`src/rtl/uart_rx_irq_pkg.sv`:
```
// Shared types for the receive interrupt generator.
package uart_rx_irq_pkg;
    // Interrupt identification codes; higher value means higher priority.
    typedef enum logic [1:0] {
        IRQ_NONE     = 2'd0,
        IRQ_TIMEOUT  = 2'd1,
        IRQ_TRIGGER  = 2'd2,
        IRQ_LINE_ERR = 2'd3
    } irq_id_e;
endpackage

```
`src/rtl/rxi_trig_level.sv`:
```
// Trigger-level request: high above the level, low below it, holds at equality.
// Assumes fifo_count and trig_level share a width and are stable around edges.
module rxi_trig_level #(
    parameter int CNT_W = 5
) (
    input  logic             clk,
    input  logic             rst_n,
    input  logic             en,
    input  logic [CNT_W-1:0] fifo_count,
    input  logic [CNT_W-1:0] trig_level,
    output logic             trig_req
);
    logic held_q;

    // Combinational request with equality resolved by last cycle's value.
    always_comb begin
        trig_req = en && ((fifo_count > trig_level) ||
                          ((fifo_count == trig_level) && held_q));
    end

    // Remember the previous output for the equality case.
    always_ff @(posedge clk) begin
        if (!rst_n) held_q <= 1'b0;
        else        held_q <= trig_req;
    end

    AST_TRIG_ABOVE: assert property (@(posedge clk) disable iff (!rst_n)
        (en && fifo_count > trig_level) |-> trig_req);
    AST_TRIG_BELOW: assert property (@(posedge clk) disable iff (!rst_n)
        (fifo_count < trig_level) |-> !trig_req);
endmodule

```
`src/rtl/rxi_char_timeout.sv`:
```
// Four-character idle timer. It restarts on push (unless a timeout is pending)
// and on pop, and flags a timeout while the FIFO holds data.
// Assumes char_clks and bit_clks are already in system clock cycles.
module rxi_char_timeout #(
    parameter int CT_W = 16
) (
    input  logic            clk,
    input  logic            rst_n,
    input  logic            en,
    input  logic            fifo_nonempty,
    input  logic            push,
    input  logic            pop,
    input  logic            two_stop,
    input  logic [CT_W-1:0] char_clks,
    input  logic [CT_W-1:0] bit_clks,
    output logic            tmo_req
);
    localparam int TW = CT_W + 2;

    logic [TW-1:0] limit;
    logic [TW-1:0] preload;
    logic [TW-1:0] tmr_q;
    logic          pend_q;

    // Threshold of four characters and the push preload, clipped to it.
    always_comb begin
        limit   = {char_clks, 2'b00};
        preload = two_stop ? {2'b00, bit_clks} : '0;
        if (preload > limit) preload = limit;
    end

    // Saturating idle counter and pending flag.
    always_ff @(posedge clk) begin
        if (!rst_n || !en) begin
            tmr_q  <= '0;
            pend_q <= 1'b0;
        end else if (pop) begin
            tmr_q  <= '0;
            pend_q <= 1'b0;
        end else if (push && !pend_q) begin
            tmr_q  <= preload;
        end else if (!fifo_nonempty) begin
            tmr_q  <= '0;
            pend_q <= 1'b0;
        end else if (tmr_q < limit) begin
            tmr_q  <= tmr_q + 1'b1;
        end else begin
            pend_q <= 1'b1;
        end
    end

    // Output gated by the enables.
    always_comb tmo_req = pend_q && en;

    AST_TMO_NEEDS_DATA: assert property (@(posedge clk) disable iff (!rst_n)
        $rose(tmo_req) |-> $past(fifo_nonempty));
    AST_POP_CLEARS: assert property (@(posedge clk) disable iff (!rst_n)
        (en && pop) |=> !tmo_req);
    AST_PUSH_KEEPS: assert property (@(posedge clk) disable iff (!rst_n)
        (tmo_req && push && !pop && fifo_nonempty && en) |=> (tmo_req || !en));
endmodule

```
`src/rtl/rxi_prio_enc.sv`:
```
// Reduces the active sources to one identification code: line error first,
// then trigger request, then timeout. Sources arrive already gated.
module rxi_prio_enc
    import uart_rx_irq_pkg::*;
(
    input  logic     clk,
    input  logic     rst_n,
    input  logic     line_irq,
    input  logic     trig_req,
    input  logic     tmo_req,
    output irq_id_e  irq_id
);
    // Fixed priority selection.
    always_comb begin
        if (line_irq)      irq_id = IRQ_LINE_ERR;
        else if (trig_req) irq_id = IRQ_TRIGGER;
        else if (tmo_req)  irq_id = IRQ_TIMEOUT;
        else               irq_id = IRQ_NONE;
    end

    AST_ERR_FIRST: assert property (@(posedge clk) disable iff (!rst_n)
        line_irq |-> (irq_id == IRQ_LINE_ERR));
    AST_TRIG_OVER_TMO: assert property (@(posedge clk) disable iff (!rst_n)
        (!line_irq && trig_req) |-> (irq_id == IRQ_TRIGGER));
endmodule

```
`src/rtl/uart_rx_irq_gen.sv`:
```
// Receive-side interrupt generator for a FIFO-buffered UART. It combines the
// trigger request, the idle timeout, line errors and the data-ready flag.
// Assumes fifo_count is the occupancy seen by the host in the current cycle.
module uart_rx_irq_gen
    import uart_rx_irq_pkg::*;
#(
    parameter int CNT_W = 5,
    parameter int CT_W  = 16
) (
    input  logic             clk,
    input  logic             rst_n,
    input  logic             fifo_en,
    input  logic             rx_irq_en,
    input  logic [CNT_W-1:0] fifo_count,
    input  logic [CNT_W-1:0] trig_level,
    input  logic             push,
    input  logic             pop,
    input  logic             line_err,
    input  logic             two_stop,
    input  logic [CT_W-1:0]  char_clks,
    input  logic [CT_W-1:0]  bit_clks,
    output logic             data_ready,
    output logic             trig_req,
    output logic             tmo_req,
    output logic [1:0]       irq_id
);
    logic    en;
    logic    line_irq;
    logic    nonempty;
    irq_id_e id_enc;

    // Shared enable and derived conditions.
    always_comb begin
        en       = fifo_en && rx_irq_en;
        line_irq = en && line_err;
        nonempty = (fifo_count != '0);
        irq_id   = id_enc;
    end

    // Data-ready: set by a push, cleared once the FIFO is empty.
    always_ff @(posedge clk) begin
        if (!rst_n)         data_ready <= 1'b0;
        else if (push)      data_ready <= 1'b1;
        else if (!nonempty) data_ready <= 1'b0;
    end

    rxi_trig_level #(.CNT_W(CNT_W)) i_trig (
        .clk(clk), .rst_n(rst_n), .en(en),
        .fifo_count(fifo_count), .trig_level(trig_level),
        .trig_req(trig_req)
    );

    rxi_char_timeout #(.CT_W(CT_W)) i_tmo (
        .clk(clk), .rst_n(rst_n), .en(en), .fifo_nonempty(nonempty),
        .push(push), .pop(pop), .two_stop(two_stop),
        .char_clks(char_clks), .bit_clks(bit_clks), .tmo_req(tmo_req)
    );

    rxi_prio_enc i_prio (
        .clk(clk), .rst_n(rst_n), .line_irq(line_irq),
        .trig_req(trig_req), .tmo_req(tmo_req), .irq_id(id_enc)
    );

    AST_DR_SET: assert property (@(posedge clk) disable iff (!rst_n)
        push |=> data_ready);
    AST_GATED: assert property (@(posedge clk) disable iff (!rst_n)
        !en |-> (irq_id == 2'd0 && !trig_req && !tmo_req));
endmodule

```
`config.mk`:
```
export PLATFORM = sky130hd
export DESIGN_NAME = uart_rx_irq_gen
export DESIGN_NICKNAME = d
export VERILOG_FILES = /design/src/rtl/uart_rx_irq_pkg.sv /design/src/rtl/rxi_trig_level.sv /design/src/rtl/rxi_char_timeout.sv /design/src/rtl/rxi_prio_enc.sv /design/src/rtl/uart_rx_irq_gen.sv
export SDC_FILE = /design/constraint.sdc
export NUM_CORES = 1
export LEC_CHECK = 0
export CORE_AREA = 2 2 92 72
export CTS_CLUSTER_DIAMETER = 30
export DETAILED_ROUTE_END_ITERATION = 6
export DIE_AREA = 0 0 94 74
export SYNTH_ARGS = -nofsm -noshare
export SYNTH_HDL_FRONTEND = slang
export SYNTH_SLANG_ARGS = --single-unit
```
`constraint.sdc`:
```
create_clock -name clk -period 5.3 [get_ports clk]
set_input_delay 0.53 -clock clk [delete_from_list [all_inputs] [get_ports clk]]
set_output_delay 0.53 -clock clk [all_outputs]
set_load 0.005 [all_outputs]
```
==> results_dict.tcl <==
set metrics [dict create \
    placementRows 25 \
    synth-async-reset-ratio_pct 0 \
    grt_pass1_vias 2098 \
    r2r-end "i_tmo.tmr_q[0]$_SDFFE_PP0P_" \
    antenna_cells 0 \
    slew_viol_final 0 \
    drc 0 \
    yosysUniqueCellTypes 46 \
    cts_buffers 3 \
    criticalPathCategory "input port to register" \
    synth_edf_count 0 \
    dp_cells 407 \
    cp.arrival_ps 3720 \
    hold_ws_ps 531 \
    setup.worst_path.start_class "input port" \
    final_nets 416 \
    synth_warnings 0 \
    tritoncts "built" \
    worstMarginPinSlew_ps 1140 \
    finClkSkew_ps 3.15 \
    hold_class "register to register" \
    instances_no_fill 411 \
    area_delta_synth_final_pct 28.2 \
    synth_cells 280 \
    power_density_mw_per_mm2 130 \
    ant_nets 0 \
    vdd_drop_max_mv 0.0770 \
    min_period_ps 3550 \
    drt_iter0_markers 97 \
    fin_crit_sh_pct 67.0 \
    die_area_mm2 0.00696 \
    finalSetupViolations 0 \
    dieWidth_um 94 \
    hold_violations 0 \
    synth_seq_area_share_pct 18.1 \
    ios 55 \
    via_per_inst 5.39 \
    wl_per_cell_um 14.6 \
    portBuffers 54 \
    gp_congestion 0.920 \
    finalSetupTns_ps 0 \
    ys_ff_latch 21 \
    post-cts-setup-buffers 0 \
    rsz0062_at_grt "no" \
    synth-main-ff-cell "dfxtp_1" \
    drive_gt1_share_pct 7.27 \
    initial_core_util_pct 38.1 \
    grtUsageTotal_pct 18.0 \
    pwr-share-clk_pct 28.1 \
    cp.required_ps 5460 \
    crit_path_end_kind "register" \
    clk_pin_slew_ps 80 \
    share_seq_of_total_power_pct 41.5 \
    worstPathMaxFanout 16 \
    final_cell_mix "clkdlybuf4s50_1, ha_1, inv_1" \
    synthTopCellsByArea "ha_1, dfxtp_1, a2111oi_2" \
    grt_max_degree 17 \
    post-synth-top-area-fraction_pct 18.8 \
    dpl.hpwl_um 4960 \
    fp.coreArea_mm2 0.00610 \
    grt_pass1_wl_um 9900 \
    grt_overflow 0 \
    cts_root_buf "clkbuf_8" \
    min_from "data_ready$_SDFFE_PN0P_" \
    cts_resized 0 \
    insertion_delay_ps 270 \
    reg2reg_depth 7 \
    internal_power_mw 0.278 \
    hold_buffers 0 \
    postSynthAreaPerCell_um2 8.30 \
    final_common_cell "clkdlybuf4s50_1" \
    relSlewSlack_pct 24.2 \
    dr.pass1.iters 4 \
    cts_sinks 21 \
    outcome "complete, no violations" \
    leakagePower_nw 1.15 \
    whs_path_depth 2 \
    die_h_um 74 \
    fillers 615 \
    r2r-start "i_tmo.tmr_q[15]$_SDFFE_PP0P_" \
    swShare_pct 28.3 \
    vias 2216 \
    fmax_mhz 282 \
    antenna_found_initial 0 \
    syn_nets 365 \
    r2r_slack_ps 2250 \
    ctsHtreeMaxLevel 1 \
    routed_wirelength_um 5990 \
    hold_end "data_ready$_SDFFE_PN0P_" \
    p_comb_share_pct 30.5 \
    netlist_area_mm2 0.00232 \
    synth_top_area_cell "ha_1" \
    power.switching_mw 0.110 \
    max_cap_violations 0 \
    clk_path_buf_depth 2 \
]
[sequential cells by signal, indices dropped and copies added (netlist names)]
signal and flops:
data_ready 1, i_tmo.tmr_q 18, i_tmo.pend_q 1, i_trig.held_q 1
[final cells by class]
type / count / area, um2 / share of cell area (%)
flip-flops and latches: 21 / 420 / 14.1
clock buffers: 4 / 45.0 / 1.51
well taps: 81 / 101 / 3.40
inverters: 24 / 90.1 / 3.02
repair buffers: 57 / 563 / 18.9
multi-input cells: 224 / 1760 / 59.1
[how the worst max path moves through the flow]
stage / startpoint / to / cells past startpoint
floorplan: two_stop / i_tmo.tmr_q[3]$_SDFFE_PP0P_ / 10
global placement: char_clks[13] / i_tmo.tmr_q[1]$_SDFFE_PP0P_ / 9
detailed placement: char_clks[13] / i_tmo.tmr_q[1]$_SDFFE_PP0P_ / 9
CTS: char_clks[13] / i_tmo.tmr_q[1]$_SDFFE_PP0P_ / 9
global route: fifo_count[0] / irq_id[0] / 10
finish: char_clks[13] / i_tmo.tmr_q[0]$_SDFFE_PP0P_ / 9
[power groups by stage]
stage / sequential [mW] / clock, mW / combinational (mW)
6_report: 0.161 / 0.109 / 0.118
5_1_grt: 0.161 / 0.118 / 0.132
4_1_cts: 0.161 / 0.111 / 0.119
3_5_place_dp: 0.165 / 0 / 0.118
3_3_place_gp: 0.165 / 0 / 0.117
2_1_floorplan: 0.164 / 0 / 0.0592
[stage by stage]
step | util, % | setup WS [ps] | power [mW] | area [um2]
after CTS | 48.8 | 1730 | 0.391 | 2980
after global placement | 48.1 | 1460 | 0.282 | 2930
final | 48.8 | 1750 | 0.388 | 2980
after floorplan | - | 2760 | 0.224 | 2320
after global routing | 48.8 | 1520 | 0.412 | 2980
after detailed placement | 48.1 | 1450 | 0.283 | 2930
[logic make-up after synthesis]
| kind of cell | synth area share, % |
|---|---|
| AO/OA/AOI/OAI | 26.7 |
| XOR/XNOR | 5.65 |
| adder cells (fa/ha/maj) | 18.8 |
| buffers and inverters | 6.62 |
| flip-flops | 18.1 |
| multiplexers | 3.45 |
| AND/OR/NAND/NOR | 20.7 |
[worst max-delay path, stage by stage]
cell and delay (ps):
clkdlybuf4s50_1 480, inv_1 80, ha_1 340, a211oi_2 220, o211ai_1 120, a221o_1 550
a21oi_1 950, a21oi_1 170, o221a_2 280
[per-layer routing]
| metal | global-route usage, % | routed length [um] | vias to the layer above |
|---|---|---|---|
| li1 | - | - | 1154 |
| met1 | 28.0 | 3260 | 993 |
| met2 | 25.3 | 2330 | 60 |
| met3 | 2.33 | 287 | 9 |
| met4 | 6.60 | 114 | 0 |
| met5 | 0 | 0 | - |
[synthesized netlist by cell type (all sizes together), types with 8 or more instances]
| library cell | instances |
|---|---|
| nand3 | 17 |
| and2 | 13 |
| a21o | 10 |
| nand2 | 21 |
| o22ai | 9 |
| a21oi | 13 |
| inv | 24 |
| xnor2 | 12 |
| dfxtp | 21 |
| ha | 35 |
| mux2i | 8 |
| a2111oi | 10 |
No activity file was read; power rests on OpenSTA's default activity.
